[src/rtl/adc_host_pkg.sv]
`timescale 1ns/1ps
package adc_host_pkg;

  typedef enum logic [2:0] {
    ST_IDLE,
    ST_CSHI,
    ST_DUMLO,
    ST_LOW,
    ST_HIGH,
    ST_DONE
  } hostState_t;

  typedef struct packed {
    logic dummyFall;
    logic frameStart;
    logic sampleBit;
    logic frameEnd;
  } hostStrb_t;

endpackage

[src/rtl/adc_host_ctrl.sv]
`timescale 1ns/1ps
module adc_host_ctrl
  import adc_host_pkg::*;
#(
  parameter int DATA_W      = 12,
  parameter int ACQ_CLKS    = 2,
  parameter int CLK_DIV     = 4,
  parameter int CS_HIGH_MIN = 8
) (
  input  logic      clk,
  input  logic      rstN,
  input  logic      reqValid,
  input  logic      reqChan,
  input  logic      shadowPtr,
  input  logic      resValid,
  input  logic      resReady,
  output logic      reqReady,
  output logic      busy,
  output logic      csN,
  output logic      sclk,
  output hostStrb_t strb
);

  localparam int FRAME_CLKS = ACQ_CLKS + 1 + DATA_W;
  localparam int CNT_MAX    = (CLK_DIV > CS_HIGH_MIN) ? CLK_DIV : CS_HIGH_MIN;
  localparam int CNT_W      = $clog2(CNT_MAX + 1);
  localparam int BIT_W      = $clog2(FRAME_CLKS + 1);
  localparam logic [CNT_W-1:0] DIV_LAST = CNT_W'(CLK_DIV - 1);
  localparam logic [CNT_W-1:0] HI_LAST  = CNT_W'(CS_HIGH_MIN - 1);
  localparam logic [BIT_W-1:0] BIT_LAST = BIT_W'(FRAME_CLKS);

  hostState_t state;
  logic [CNT_W-1:0] cnt;
  logic [BIT_W-1:0] bitCnt;
  logic dummyPend;
  logic hiDone, divDone;

  assign hiDone  = (cnt == HI_LAST);
  assign divDone = (cnt == DIV_LAST);

  assign reqReady = (state == ST_IDLE);
  assign busy     = (state != ST_IDLE);

  always_comb begin
    strb            = '0;
    strb.dummyFall  = (state == ST_CSHI) && hiDone && dummyPend;
    strb.frameStart = (state == ST_CSHI) && hiDone && !dummyPend;
    strb.sampleBit  = (state == ST_LOW) && divDone;
    strb.frameEnd   = (state == ST_HIGH) && divDone && (bitCnt == BIT_LAST);
  end

  always_ff @(posedge clk) begin
    if (!rstN) begin
      state     <= ST_IDLE;
      cnt       <= '0;
      bitCnt    <= '0;
      dummyPend <= 1'b0;
      csN       <= 1'b1;
      sclk      <= 1'b0;
    end else begin
      case (state)
        ST_IDLE: begin
          if (reqValid) begin
            dummyPend <= (reqChan != shadowPtr);
            cnt       <= '0;
            state     <= ST_CSHI;
          end
        end
        ST_CSHI: begin
          if (hiDone) begin
            cnt    <= '0;
            csN    <= 1'b0;
            bitCnt <= '0;
            state  <= dummyPend ? ST_DUMLO : ST_LOW;
          end else begin
            cnt <= cnt + 1'b1;
          end
        end
        ST_DUMLO: begin
          if (divDone) begin
            cnt       <= '0;
            csN       <= 1'b1;
            dummyPend <= 1'b0;
            state     <= ST_CSHI;
          end else begin
            cnt <= cnt + 1'b1;
          end
        end
        ST_LOW: begin
          if (divDone) begin
            cnt    <= '0;
            sclk   <= 1'b1;
            bitCnt <= bitCnt + 1'b1;
            state  <= ST_HIGH;
          end else begin
            cnt <= cnt + 1'b1;
          end
        end
        ST_HIGH: begin
          if (divDone) begin
            cnt  <= '0;
            sclk <= 1'b0;
            if (bitCnt == BIT_LAST) begin
              csN   <= 1'b1;
              state <= ST_DONE;
            end else begin
              state <= ST_LOW;
            end
          end else begin
            cnt <= cnt + 1'b1;
          end
        end
        ST_DONE: begin
          if (resValid && resReady) state <= ST_IDLE;
        end
        default: state <= ST_IDLE;
      endcase
    end
  end

endmodule

[src/rtl/adc_host_dp.sv]
`timescale 1ns/1ps
module adc_host_dp
  import adc_host_pkg::*;
#(
  parameter int DATA_W = 12
) (
  input  logic              clk,
  input  logic              rstN,
  input  hostStrb_t         strb,
  input  logic              sdi,
  input  logic              resReady,
  output logic              shadowPtr,
  output logic              resValid,
  output logic [DATA_W-1:0] resData,
  output logic              resChan,
  output logic              resMismatch
);

  localparam int SH_W = DATA_W + 1;

  logic [SH_W-1:0] shReg;
  logic            expChan;
  logic            idBit;

  assign idBit = shReg[SH_W-1];

  always_ff @(posedge clk) begin
    if (!rstN) begin
      shadowPtr   <= 1'b0;
      expChan     <= 1'b0;
      shReg       <= '0;
      resValid    <= 1'b0;
      resData     <= '0;
      resChan     <= 1'b0;
      resMismatch <= 1'b0;
    end else begin
      if (strb.dummyFall) shadowPtr <= ~shadowPtr;
      if (strb.frameStart) begin
        expChan   <= shadowPtr;
        shadowPtr <= ~shadowPtr;
        shReg     <= '0;
      end
      if (strb.sampleBit) shReg <= {shReg[SH_W-2:0], sdi};
      if (strb.frameEnd) begin
        resValid    <= 1'b1;
        resData     <= shReg[DATA_W-1:0];
        resChan     <= idBit;
        resMismatch <= (idBit != expChan);
        if (idBit != expChan) shadowPtr <= ~idBit;
      end else if (resValid && resReady) begin
        resValid <= 1'b0;
      end
    end
  end

endmodule

[src/rtl/adc_alt_host.sv]
`timescale 1ns/1ps
module adc_alt_host
  import adc_host_pkg::*;
#(
  parameter int DATA_W      = 12,
  parameter int ACQ_CLKS    = 2,
  parameter int CLK_DIV     = 4,
  parameter int CS_HIGH_MIN = 8
) (
  input  logic              clk,
  input  logic              rstN,
  input  logic              reqValid,
  input  logic              reqChan,
  output logic              reqReady,
  output logic              adcCsN,
  output logic              adcSclk,
  input  logic              adcSdo,
  output logic              resValid,
  input  logic              resReady,
  output logic [DATA_W-1:0] resData,
  output logic              resChan,
  output logic              resMismatch,
  output logic              busy
);

  hostStrb_t strb;
  logic      shadowPtr;

  adc_host_ctrl #(
    .DATA_W(DATA_W), .ACQ_CLKS(ACQ_CLKS),
    .CLK_DIV(CLK_DIV), .CS_HIGH_MIN(CS_HIGH_MIN)
  ) u_ctrl (
    .clk(clk), .rstN(rstN),
    .reqValid(reqValid), .reqChan(reqChan),
    .shadowPtr(shadowPtr),
    .resValid(resValid), .resReady(resReady),
    .reqReady(reqReady), .busy(busy),
    .csN(adcCsN), .sclk(adcSclk),
    .strb(strb)
  );

  adc_host_dp #(.DATA_W(DATA_W)) u_dp (
    .clk(clk), .rstN(rstN),
    .strb(strb), .sdi(adcSdo), .resReady(resReady),
    .shadowPtr(shadowPtr),
    .resValid(resValid), .resData(resData),
    .resChan(resChan), .resMismatch(resMismatch)
  );

endmodule

[config.mk]
export PLATFORM = sky130hd
export DESIGN_NAME = adc_alt_host
export DESIGN_NICKNAME = d
export VERILOG_FILES = /design/src/rtl/adc_host_pkg.sv /design/src/rtl/adc_host_ctrl.sv /design/src/rtl/adc_host_dp.sv /design/src/rtl/adc_alt_host.sv
export SDC_FILE = /design/constraint.sdc
export NUM_CORES = 1
export LEC_CHECK = 0
export BUFFER_PORTS_ARGS = -buffer_cell sky130_fd_sc_hd__buf_2
export CAP_MARGIN = 10
export CORE_ASPECT_RATIO = 0.75
export CORE_MARGIN = 2
export CORE_UTILIZATION = 44
export CTS_BUF_LIST = sky130_fd_sc_hd__clkbuf_16
export CTS_CLUSTER_SIZE = 40
export DETAILED_ROUTE_END_ITERATION = 10
export GPL_TIMING_DRIVEN = 0
export HOLD_SLACK_MARGIN = 0.12
export PLACE_DENSITY = 0.61
export SLEW_MARGIN = 30
export SYNTH_ARGS = -nofsm -noshare
export SYNTH_HDL_FRONTEND = slang
export SYNTH_SLANG_ARGS = --single-unit
[constraint.sdc]
create_clock -name clk -period 2.5 [get_ports clk]
set_input_delay 0.75 -clock clk [delete_from_list [all_inputs] [get_ports clk]]
set_output_delay 0.75 -clock clk [all_outputs]
set_load 0.02 [all_outputs]
== Yosys cells after proc, flatten, opt, wreduce, memory -nomap -nowiden ==
Cells that the tools add are included.

* Bitwise logic cells: 2
* Multiplexer cells: 33
* Equality and inequality tests: 17
* Add/subtract/negate cells: 2
* Reductions and logical operators: 24

{| class="wikitable"
|+ Operators with widths
! cell !! number
|-
| 13-bit 2-to-1 mux || 2
|-
| 3-bit 2-to-1 mux || 7
|-
| 4-bit 2-to-1 mux || 5
|-
| 3-bit case mux with 6 select lines || 1
|-
| 1-bit 2-to-1 mux || 13
|-
| 4-bit case mux with 3 select lines || 1
|-
| 2-bit by 1-bit inequality test with 1-bit output, second input constant || 5
|-
| 2-bit nonzero test || 5
|-
| 3-bit AND reduction || 3
|-
| 3-bit nonzero test || 3
|-
| 4-bit by 1-bit adder with 4-bit output, second input constant || 2
|-
| 4-bit case mux with 2 select lines || 1
|-
| 1-bit logical AND || 7
|-
| 3-bit by 2-bit equality test with 1-bit output, second input constant || 2
|-
| 3-bit equality test, second input constant || 2
|-
| 6-bit AND reduction || 1
|-
| 5-bit AND reduction || 1
|-
| 4-bit by 2-bit equality test with 1-bit output, second input constant || 1
|-
| 4-bit by 3-bit equality test with 1-bit output, second input constant || 1
|-
| 4-bit equality test, second input constant || 1
|-
| 2-bit inequality test, second input constant || 2
|-
| 1-bit case mux with 2 select lines || 2
|-
| 3-bit by 1-bit equality test with 1-bit output, second input constant || 1
|-
| 3-bit zero test || 1
|-
| 6 further kinds || 8
|}

* Bits in registers: 44
* Logic and storage cells: 91
* Bits of input ports: 6

== Depth between registers and ports, before layout ==
Gate-level depths: netlist of run 1.

* Depth after elaboration: 7
* Gate-level depth with buffers: 7
* Gate-level depth less buffers: 6

== Modules after synthesis ==
Synthesis of run 1 repeated with hierarchy kept, for this count alone.

* Cell total of the unflattened synthesis: 242
* Area total of the unflattened synthesis: 2162.1 um2

{| class="wikitable"
|+ Modules (own cells, without submodules)
! module !! cells an instance !! instances !! area an instance (um2) !! sequential area each (um2)
|-
| adc_host_dp || 119 || 1 || 1213.7 || 600.6
|-
| adc_host_ctrl || 123 || 1 || 948.4 || 280.3
|}

== Worst setup path after synthesis of run 1 ==
No wires, ideal clock.

* Kind: reg-to-output
* Start point: register u_ctrl.state[2]
* End point: output port reqReady
* Arrival: 1074 ps
* Slack: 676 ps
* Path buffers: 2
* Stages on the path, launching flop included: 5
* Cell sequence: dfxtp_1 > buf_6 > or3_1 > buf_6 > inv_1

* Word-level cells in the longest chain between the ends: 1

{| class="wikitable"
|+ RTL lines
! what !! RTL line !! text
|-
| start, declared || adc_host_ctrl.sv:32 || <nowiki>hostState_t state;</nowiki>
|-
| start signal, assigned || adc_host_ctrl.sv:74 || <nowiki>state <= dummyPend ? ST_DUMLO : ST_LOW;</nowiki>
|-
| 3-bit zero test || adc_host_ctrl.sv:41 || <nowiki>assign reqReady = (state == ST_IDLE);</nowiki>
|-
| end, declared || adc_alt_host.sv:14 || <nowiki>output logic reqReady,</nowiki>
|}

No other way between the ends.

== Worst setup path after layout of run 1 ==
Same ends and word-level chain as after synthesis.

==> results by group, run 1 <==
Hold path
  – HP Start: u_dp.resData[2]
  – Hold path endpoint: u_dp.resData[2]
  – Worst Hold Class: reg -> reg
  – WHS Path Cells: 2

Clock network
  – Clock transition at path regs: 0.06 ns
  – Post-CTS resize count: 0
  – # Post-CTS Setup Buffers: 0
  – Clock Latency Late Sink: 0.28 ns
  – H-tree levels: 2
  – Hold buffer count at CTS: 0
  – CTS Buf Count: 5
  – Root buffer cell: clkbuf_16
  – Worst-case clock buffer depth: 2
  – CTS tree: built
  – CTS Sinks: 44

Power
  – Tot Pwr: 1.92 mW
  – Worst VDD drop: around 0.36 mV
  – Leakage: ~0.87 nW
  – PD cells: about 860 nW/um^2

Route
  – Post-Route WL: approximately 4.2 mm
  – Drt wl/cell: roughly 13 um
  – Via Count: approximately 1600
  – 1st-iter DRT viols: a little under 100
  – Drt drc: 0
  – Via density: between 5 and 6
  – Post-route antenna net violation count: 0
  – 1st-pass router iterations: 5

Yosys
  – Prevailing post-synth register cell: dfxtp_1
  – Post-Synthesis Cells: between 200 and 250
  – Seq/Total Area, Yosys: 0.465
  – Async SR Flop Fraction: 0
  – Post-synthesis cell area: ~1900 um^2
  – Net Count, Synth: 230
  – Post-synth top area share: 0.465
  – Post-synth EDFFs: 0
  – Synth top area cells: dfxtp_1, nand2_1, nor2_1
  – Unique masters post-synth: 43
  – Synth Warn #: 0
  – Synth Register Bits: 44
  – Cell taking the most area after synthesis: dfxtp_1
  – Mean area per synthesized cell: 8.53 um^2

Cells and area
  – Layout area overhead: 18.6%
  – Antenna cells: 0
  – Fin util: 0.547
  – Fin area: between 2000 and 2500 um^2
  – Commonest non-fill, non-tap cell in the layout: dfxtp_1
  – Final #Nets: roughly 260
  – Most frequent cells in the layout: dfxtp_1, nand2_1, nor2_1
  – Layout cells sized above 1: 0.177

Setup path
  – Crit path DAT: about 1.4 ns
  – Max Fanout on Critical Path: 10
  – CP Launch Type: register
  – Crit end category: output port
  – Dominant delay contributor by cell family on the critical path: buffers and inverters
  – R2R depth: 6
  – FF-to-FF setup slack: around 0.34 ns
  – Worst reg2reg path endpoint: u_dp.resMismatch
  – Critical path class: reg -> out
  – CP cell instances: buf_6, or3_1, buf_6, inv_1, buf_2
  – Most frequent CP cell: buf_6
  – Worst EP required: around 1.8 ns
  – Slowest CP cell: or3_1
  – CP Buf/Inv Count: 4
  – Reg-to-reg startpoint: u_ctrl.cnt[0]
  – Max stage delay on crit path: ~0.38 ns

GRT
  – Number of global-route vias before repair: 1429
  – First-pass GRT wire length: just under 7 mm
  – Initial antenna violation count: 0
  – Largest net degree at the start of global routing: 14
  – GRT Total Usage: 0.187
  – GRT Residual Overflow: 0

Die
  – Row count: 20
  – Core area: between 4000 and 5000 um^2
  – Starting density of the core: 0.461
  – Area of the die: approximately 4800 um^2
  – Die width: roughly 80 um
  – IO Count: 25
  – Die height: 60.8 um

Outcome
  – Outcome: completed

STA
  – Worst Skew: roughly 0.0034 ns
  – Post-route clock period utilization: 0.872
  – Final setup viols: 0
  – F_max: 459 MHz
  – Setup repair after global routing missed its margin: no
  – Final Hold Fails: 0
  – Setup TNS: 0 ns
  – Max Slew Vio Count: 0
  – Slew HR: 0.699
  – Min cycle time layout: around 2.2 ns
  – Slew @ Worst Pin: about 0.45 ns

Placed design
  – Placer's final routability congestion estimate: roughly 0.84
  – HPWL after DPL: about 3.0 mm
  – Port bufs: 24
  – Post-Place Cell Area: ~2100 um^2

Flow run
  – Maximum Capacitance Violations: 0
layout make-up:
class	count	area [um^2]
fillers	405	1860
clock buffers	5	125
well taps	55	68.8
plain buffers	14	75.1
flip-flops and latches	44	881
clock inverters	3	38.8
repair buffers	24	120
multi-input cells	161	926
inverters	3	11.3
sequential cells by signal, indices dropped and copies added, names as in the netlist, 3 cells and up:
| register | cells |
|---|---|
| u_dp.shReg | 13 |
| u_dp.resData | 12 |
| u_ctrl.bitCnt | 4 |
| u_ctrl.cnt | 4 |
| u_ctrl.state | 3 |
metrics by stage:
step | setup WS [ns] | hold WS, ns | std cells
after floorplan | 0.676 | 0.445 | 222
after global placement | 0.388 | 0.439 | 301
after detailed placement | 0.356 | 0.444 | 301
after CTS | 0.311 | 0.452 | 309
after global routing | 0.181 | 0.466 | 309
final | 0.320 | 0.449 | 309
worst max path at each step:
stage | startpoint | end | slack (ns) | cells after the start
global placement | u_ctrl.cnt[0] | u_dp.resMismatch | 0.39 | 6
global route | u_ctrl.cnt[0] | u_dp.resMismatch | 0.18 | 6
floorplan | u_ctrl.state[2] | reqReady | 0.68 | 4
finish | u_ctrl.state[2] | reqReady | 0.32 | 5
detailed placement | u_ctrl.cnt[0] | u_dp.resMismatch | 0.36 | 6
CTS | u_ctrl.state[2] | reqReady | 0.31 | 5
Yosys cell counts (all sizes together), types with 2 or more instances:
master / instances
a211oi: 4
a21oi: 20
a22oi: 14
a31oi: 3
buf: 8
clkbuf: 6
dfxtp: 44
ha: 2
inv: 3
nand2: 34
nand2b: 4
nand4: 2
nor2: 34
nor2b: 2
nor3: 4
nor3b: 5
o21a: 5
o21ai: 6
o21bai: 2
xor2: 4
metal layers:
metal	share of wire	GRT usage	vias to the layer above
met4	0.0043	0.0533	0
met5	0	0	-
met2	0.42	0.270	33
met1	0.54	0.279	757
met3	0.036	0.0446	2
li1	-	-	842
power by group:
part           switching (mW)  internal (mW)
Combinational           0.240          0.187
Sequential             0.0444          0.732
Clock                   0.252          0.465
Total                   0.536           1.38
cells by family after synthesis:
logic type,Yosys count,synth area share
AO/OA/AOI/OAI,62,0.229
buffers and inverters,17,0.0456
adder cells (fa/ha/maj),2,0.0132
flip-flops,44,0.465
XOR/XNOR,5,0.0231
AND/OR/NAND/NOR,91,0.219
multiplexers,1,0.00529
worst min-delay path, cell delays in order (launching register included):
cell     delay [ns]
dfxtp_1        0.30
nand2_1        0.05
a21oi_1        0.05
Note: power is estimated with default switching activity, not from simulation.
==> run 2: changes to the inputs <==
- clock period: 2.5 -> 2.15 ns (I/O delays scaled with it)
==> run 2 against run 1 <==
Compared with the run above: combinational power grew 19%; register-to-register slack got worse by 0.12 ns; die area did not move; sequential cell count stayed put; first-iteration DRC count is 5.1% higher; sequential share of layout area down 0.41 points; total power up 17%; critical path depth stayed put; cell count rose by 0.32%; critical path type unchanged; critical endpoint unchanged.
==> results by group, run 2 (synthesis gave the netlist of run 1 again) <==
Route
  – 1st-iter DRT viols: 104 (+5.1%)
  – Post-Route WL: 4.35 mm (+4.4%)
  – Via Count: 1658 (+1.5%)
  – Drt drc: 0 (unchanged)
  – Drt wl/cell: 14.0 um (+4.1%)
  – 1st-pass router iterations: 5 (unchanged)
  – Via density: 5.35 (+1.1%)
  – Post-route antenna net violation count: 0 (unchanged)

Cells and area
  – Layout cells sized above 1: 0.184 (+0.00715)
  – Top reg by flops: u_dp.shReg
  – Fin area: 2270 um^2 (+1.1%)
  – Most frequent cells in the layout: dfxtp_1, nand2_1, nor2_1
  – Layout area overhead: 19.9%
  – Max reg flops: 13 (unchanged)
  – Largest registers: u_dp.shReg (13), u_dp.resData (12)
  – Antenna cells: 0 (unchanged)
  – Final #Nets: 262 (+0.38%)
  – Fillers: 402 (-0.74%)
  – Commonest non-fill, non-tap cell in the layout: dfxtp_1

Clock network
  – CTS Buf Count: 5 (unchanged)
  – CTS Sinks: 44 (unchanged)
  – Clock transition at path regs: 0.06 ns (about the same)
  – Hold buffer count at CTS: 0 (unchanged)
  – H-tree levels: 2 (unchanged)
  – Worst-case clock buffer depth: 2 (unchanged)
  – CTS tree: built
  – Root buffer cell: clkbuf_16
  – Clock Latency Late Sink: 0.28 ns (about the same)

STA
  – F_max: 481 MHz
  – Post-route clock period utilization: 0.966
  – Setup repair after global routing missed its margin: no
  – Final setup viols: 0 (unchanged)
  – Max Slew Vio Count: 0 (unchanged)
  – Slew HR: 0.687 (-0.0119)
  – Worst Skew: 0.00368 ns (+0.000310 ns)
  – Setup TNS: 0 ns (unchanged)
  – Min cycle time layout: a little over 2 ns
  – Slew @ Worst Pin: 0.470 ns (+0.0179 ns)
  – Final Hold Fails: 0 (unchanged)

Power
  – PD cells: 989 nW/um^2 (+16%)
  – Leakage: 0.869 nW (+0.21%)
  – Worst VDD drop: 0.424 mV (+18%)

Setup path
  – Worst EP required: 1.50 ns (-0.25 ns)
  – Max Fanout on Critical Path: 10 (unchanged)
  – Slowest CP cell: or3_1
  – CP Launch Type: register
  – Reg-to-reg startpoint: u_ctrl.cnt[0]
  – Most frequent CP cell: buf_6
  – Crit path DAT: 1.43 ns (about the same)
  – CP cell instances: buf_6, or3_1, buf_6, inv_1, buf_2
  – Crit end category: output port
  – Critical path class: reg -> out
  – CP startpoint: u_ctrl.state[2]
  – CP Buf/Inv Count: 4 (unchanged)
  – Dominant delay contributor by cell family on the critical path: buffers and inverters
  – Max stage delay on crit path: 0.38 ns (about the same)

Die
  – Area of the die: 4850 um^2 (unchanged)
  – Core area: 4100 um^2 (unchanged)
  – Die width: 79.7 um (unchanged)
  – IO Count: 25 (unchanged)
  – Die height: 60.8 um (unchanged)
  – Starting density of the core: 0.461 (unchanged)
  – Row count: 20 (unchanged)

GRT
  – First-pass GRT wire length: 7.10 mm (+2.7%)
  – Initial antenna violation count: 0 (unchanged)
  – GRT Residual Overflow: 0 (unchanged)
  – Number of global-route vias before repair: 1463 (+2.4%)
  – GRT Total Usage: 0.193 (+0.00611)
  – Largest net degree at the start of global routing: 14 (unchanged)

Hold path
  – Worst Hold Class: reg -> reg
  – HP Start: u_dp.resData[2]

Placed design
  – Port bufs: 24 (unchanged)
  – HPWL after DPL: 2.99 mm (unchanged)
  – Post-Place Cell Area: 2080 um^2 (unchanged)
  – Placer's final routability congestion estimate: 0.835 (unchanged)

Outcome
  – Outcome: completed

Flow run
  – Maximum Capacitance Violations: 0 (unchanged)
[run 2: cell types whose count changed in the layout (fill, tap and decap cells not counted)]
cell     previous run  this run
buf_4               0         1
nor3b_2             1         0
nor2_4              0         1
nor3_1              4         3
nor2_2              1         0
nor3b_4             0         1
nor3_2              0         1
[run 2: cell type report]
class	count	area [um^2]	area share
multi-input combinational	161	942	0.415
sequential	44	881	0.388
timing repair buffer	25	128	0.0562
clock buffer	5	125	0.0551
buffer	14	75.1	0.0331
tap	55	68.8	0.0303
clock inverter	3	38.8	0.0171
inverter	3	11.3	0.00496
[run 2: routing by layer]
metal,part of all wire,up-vias,global-route usage
met1,0.53,778,0.280
met3,0.043,6,0.0446
li1,-,843,-
met2,0.42,31,0.286
met4,0.013,0,0.0654
met5,0,-,0
[run 2: worst reg2reg max path, stage by stage, from the launching register on]
cell	delay [ns]
dfxtp_1	0.39
ha_1	0.27
nor3b_4	0.30
and4_1	0.22
clkbuf_1	0.21
buf_2	0.26
nand2_1	0.08
a21oi_1	0.12
[run 2: repair_timing]
item | 4_1_cts | 5_1_grt
setup buffers | 1 | 0
gates cloned | 0 | 0
pin swaps | 1 | 0
gates resized for setup | 0 | 3
hold endpoints to repair | 0 | 0
setup endpoints to repair | 1 | 12
[run 2: final timing paths]
| path | endpoint | slack [ns] | cells after the start |
|---|---|---|---|
| max | reqReady | 0.07 | 5 |
| min | u_dp.resData[2] | 0.45 | 2 |
| max reg2reg | u_dp.resData[4] | 0.22 | 7 |
| min reg2reg | u_dp.resData[2] | 0.45 | 2 |
[run 2: report_power, final]
group	total, mW	internal [mW]	switching, mW	leakage (nW)
clock network	0.834	0.541	0.293	0.0850
registers	0.904	0.851	0.0527	0.355
logic	0.507	0.219	0.289	0.429
total	2.24	1.61	0.634	0.869
[run 2: per-stage QoR]
step	std cells	total power [mW]	hold WS [ns]	util	setup WS (ns)
global placement	301	1.41	0.439	0.507	0.0381
detailed placement	301	1.41	0.444	0.507	0.00634
finish	310	2.24	0.449	0.553	0.0731
global route	310	2.35	0.466	0.553	0.00857
CTS	310	2.25	0.452	0.549	0.0656
floorplan	222	1.30	0.445	-	0.431
==> run 3: changes to the inputs <==
--- a/config.mk
+++ b/config.mk
@@ -7,5 +7,5 @@
 export LEC_CHECK = 0
 export BUFFER_PORTS_ARGS = -buffer_cell sky130_fd_sc_hd__buf_2
-export CAP_MARGIN = 10
+export CAP_MARGIN = 5
 export CORE_ASPECT_RATIO = 0.75
 export CORE_MARGIN = 2
==> constraint.sdc (replaced) <==
create_clock -name clk -period 2.05 [get_ports clk]
set_input_delay 0.615 -clock clk [delete_from_list [all_inputs] [get_ports clk]]
set_output_delay 0.615 -clock clk [all_outputs]
set_load 0.1 [all_outputs]
==> run 3 against run 2 <==
Compared with the run above: wire length is 1.4% lower; register-to-register slack got worse by 0.04 ns; clock skew rose by 0.0020 ns; critical path depth shrank 1; critical endpoint unchanged.
==> results by group, run 3 (synthesis gave the netlist of run 1 again) <==
Outcome
  – Outcome: completed

GRT
  – GRT Residual Overflow: 0 (unchanged)
  – Number of global-route vias before repair: 1494 (+2.1%)
  – Initial antenna violation count: 0 (unchanged)
  – GRT Total Usage: 0.201 (+0.00765)
  – Largest net degree at the start of global routing: 14 (unchanged)
  – First-pass GRT wire length: 7.42 mm (+4.6%)

Clock network
  – Root buffer cell: clkbuf_16
  – CTS Buf Count: 5 (unchanged)
  – H-tree levels: 2 (unchanged)
  – CTS Sinks: 44 (unchanged)
  – CTS tree: built
  – Clock Latency Late Sink: 0.28 ns (about the same)
  – Worst-case clock buffer depth: 2 (unchanged)
  – Clock transition at path regs: 0.06 ns (about the same)

Power
  – Clock share of power: 0.333 (-0.038)
  – Comb pwr share: 0.304 (+0.078)
  – PD cells: 1130 nW/um^2 (+14%)
  – Leakage: 0.883 nW (+1.6%)
  – Worst VDD drop: 1.01 mV (+140%)
  – Net Sw Frac: 0.325 (+0.0426)
  – P_sw: 0.852 mW (+34%)
  – Pint: 1.77 mW (+9.9%)
  – Sequential fraction of design power: 0.362 (-0.041)

STA
  – Setup TNS: 0 ns (unchanged)
  – Slew @ Worst Pin: 0.497 ns (+0.0271 ns)
  – Final Hold Fails: 0 (unchanged)
  – Min cycle time layout: 2.02 ns
  – Setup repair after global routing missed its margin: no
  – Max Slew Vio Count: 0 (unchanged)
  – Final setup viols: 0 (unchanged)
  – Post-route clock period utilization: 0.983
  – F_max: 496 MHz
  – Hold_ws: 0.450 ns (+0.00105 ns)
  – Slew HR: 0.671 (-0.0158)
  – Worst Skew: 0.00568 ns (+0.00200 ns)

Setup path
  – CP Launch Type: register
  – FF-to-FF setup slack: 0.18 ns (-0.04 ns)
  – Crit path DAT: 1.40 ns (-0.03 ns)
  – Critical path class: reg -> out
  – Worst EP required: 1.43 ns (-0.07 ns)
  – Crit end category: output port
  – Max Fanout on Critical Path: 6 (-4)

Flow run
  – Maximum Capacitance Violations: 0 (unchanged)

Cells and area
  – Final #Nets: 264 (+0.76%)
  – Antenna cells: 0 (unchanged)
  – Layout area overhead: 22.3%
  – Max reg flops: 13 (unchanged)
  – Commonest non-fill, non-tap cell in the layout: dfxtp_1
  – Largest registers: u_dp.shReg (13), u_dp.resData (12)
  – Fillers: 393 (-2.2%)
  – Top reg by flops: u_dp.shReg
  – Most frequent cells in the layout: dfxtp_1, nand2_1, nor2_1
  – Layout cells sized above 1: 0.210 (+0.0258)

Die
  – Die width: 79.7 um (unchanged)
  – Die height: 60.8 um (unchanged)
  – Row count: 20 (unchanged)
  – Core area: 4100 um^2 (unchanged)
  – IO Count: 25 (unchanged)
  – Area of the die: 4850 um^2 (unchanged)
  – Starting density of the core: 0.461 (unchanged)

Hold path
  – Worst Hold Class: reg -> reg

Route
  – Drt drc: 0 (unchanged)
  – Post-Route WL: 4.29 mm (-1.4%)
  – Drt wl/cell: 13.7 um (-2.1%)
  – 1st-pass router iterations: 4 (-1)
  – Post-route antenna net violation count: 0 (unchanged)
  – Via density: 5.32 (-0.58%)
  – Via Count: 1659 (+0.060%)
  – 1st-iter DRT viols: 154 (+48%)

Placed design
  – HPWL after DPL: 2.99 mm (-0.20%)
  – Port bufs: 24 (unchanged)
  – Placer's final routability congestion estimate: 0.795 (-4.8%)
run 3: repair_timing:
item	4_1_cts	5_1_grt
setup buffers	1	3
pin swaps	2	2
endpoints found under the setup margin	11	20
resized for setup	5	9
hold buffers	0	0
run 3: power by group through the flow:
stage	Combinational, mW	Clock [mW]	Sequential, mW
after floorplan	0.580	0	0.963
after global placement	0.698	0	0.963
after detailed placement	0.698	0	0.965
after CTS	0.760	0.896	0.946
after global routing	0.857	0.945	0.955
final	0.798	0.874	0.950
run 3: routing by layer:
metal	vias to the layer above	share of wire	GRT usage
met5	-	0	0
met4	0	0.0075	0.0508
met3	4	0.040	0.0461
met2	29	0.43	0.295
met1	779	0.52	0.300
li1	847	-	-
run 3: cell type report:
| cell class | count | area (um^2) | area share |
|---|---|---|---|
| Sequential cell | 44 | 887 | 0.383 |
| Inverter | 3 | 15.0 | 0.00648 |
| Timing Repair Buffer | 28 | 168 | 0.0724 |
| Tap cell | 55 | 68.8 | 0.0297 |
| Buffer | 13 | 66.3 | 0.0286 |
| Multi-Input combinational cell | 161 | 947 | 0.409 |
| Clock buffer | 5 | 125 | 0.0540 |
| Clock inverter | 3 | 38.8 | 0.0167 |
run 3: worst max-delay path: stages (launching register included):
cell        delay, ns
dfxtp_2          0.36
or3_4            0.39
buf_6            0.14
clkinvlp_4       0.07
buf_12           0.16
run 3: final timing paths:
path,start,end,cells after the start
hold reg to reg,u_dp.resData[1],u_dp.resData[1],2
hold / removal,u_dp.resData[1],u_dp.resData[1],2
setup / recovery,u_ctrl.state[0],reqReady,4
setup reg to reg,u_ctrl.cnt[0],u_dp.resData[3],7
run 3: per-stage QoR:
step                      cell area, um^2  std cells  setup slack, ns   util  total power, mW
final                                2320        312           0.0343  0.564             2.62
after detailed placement             2090        301          -0.0630  0.508             1.66
after floorplan                      1900        222           0.0903      -             1.54
after CTS                            2270        310          -0.0359  0.554             2.60
after global routing                 2320        312          0.00711  0.564             2.76
after global placement               2090        301          -0.0532  0.508             1.66
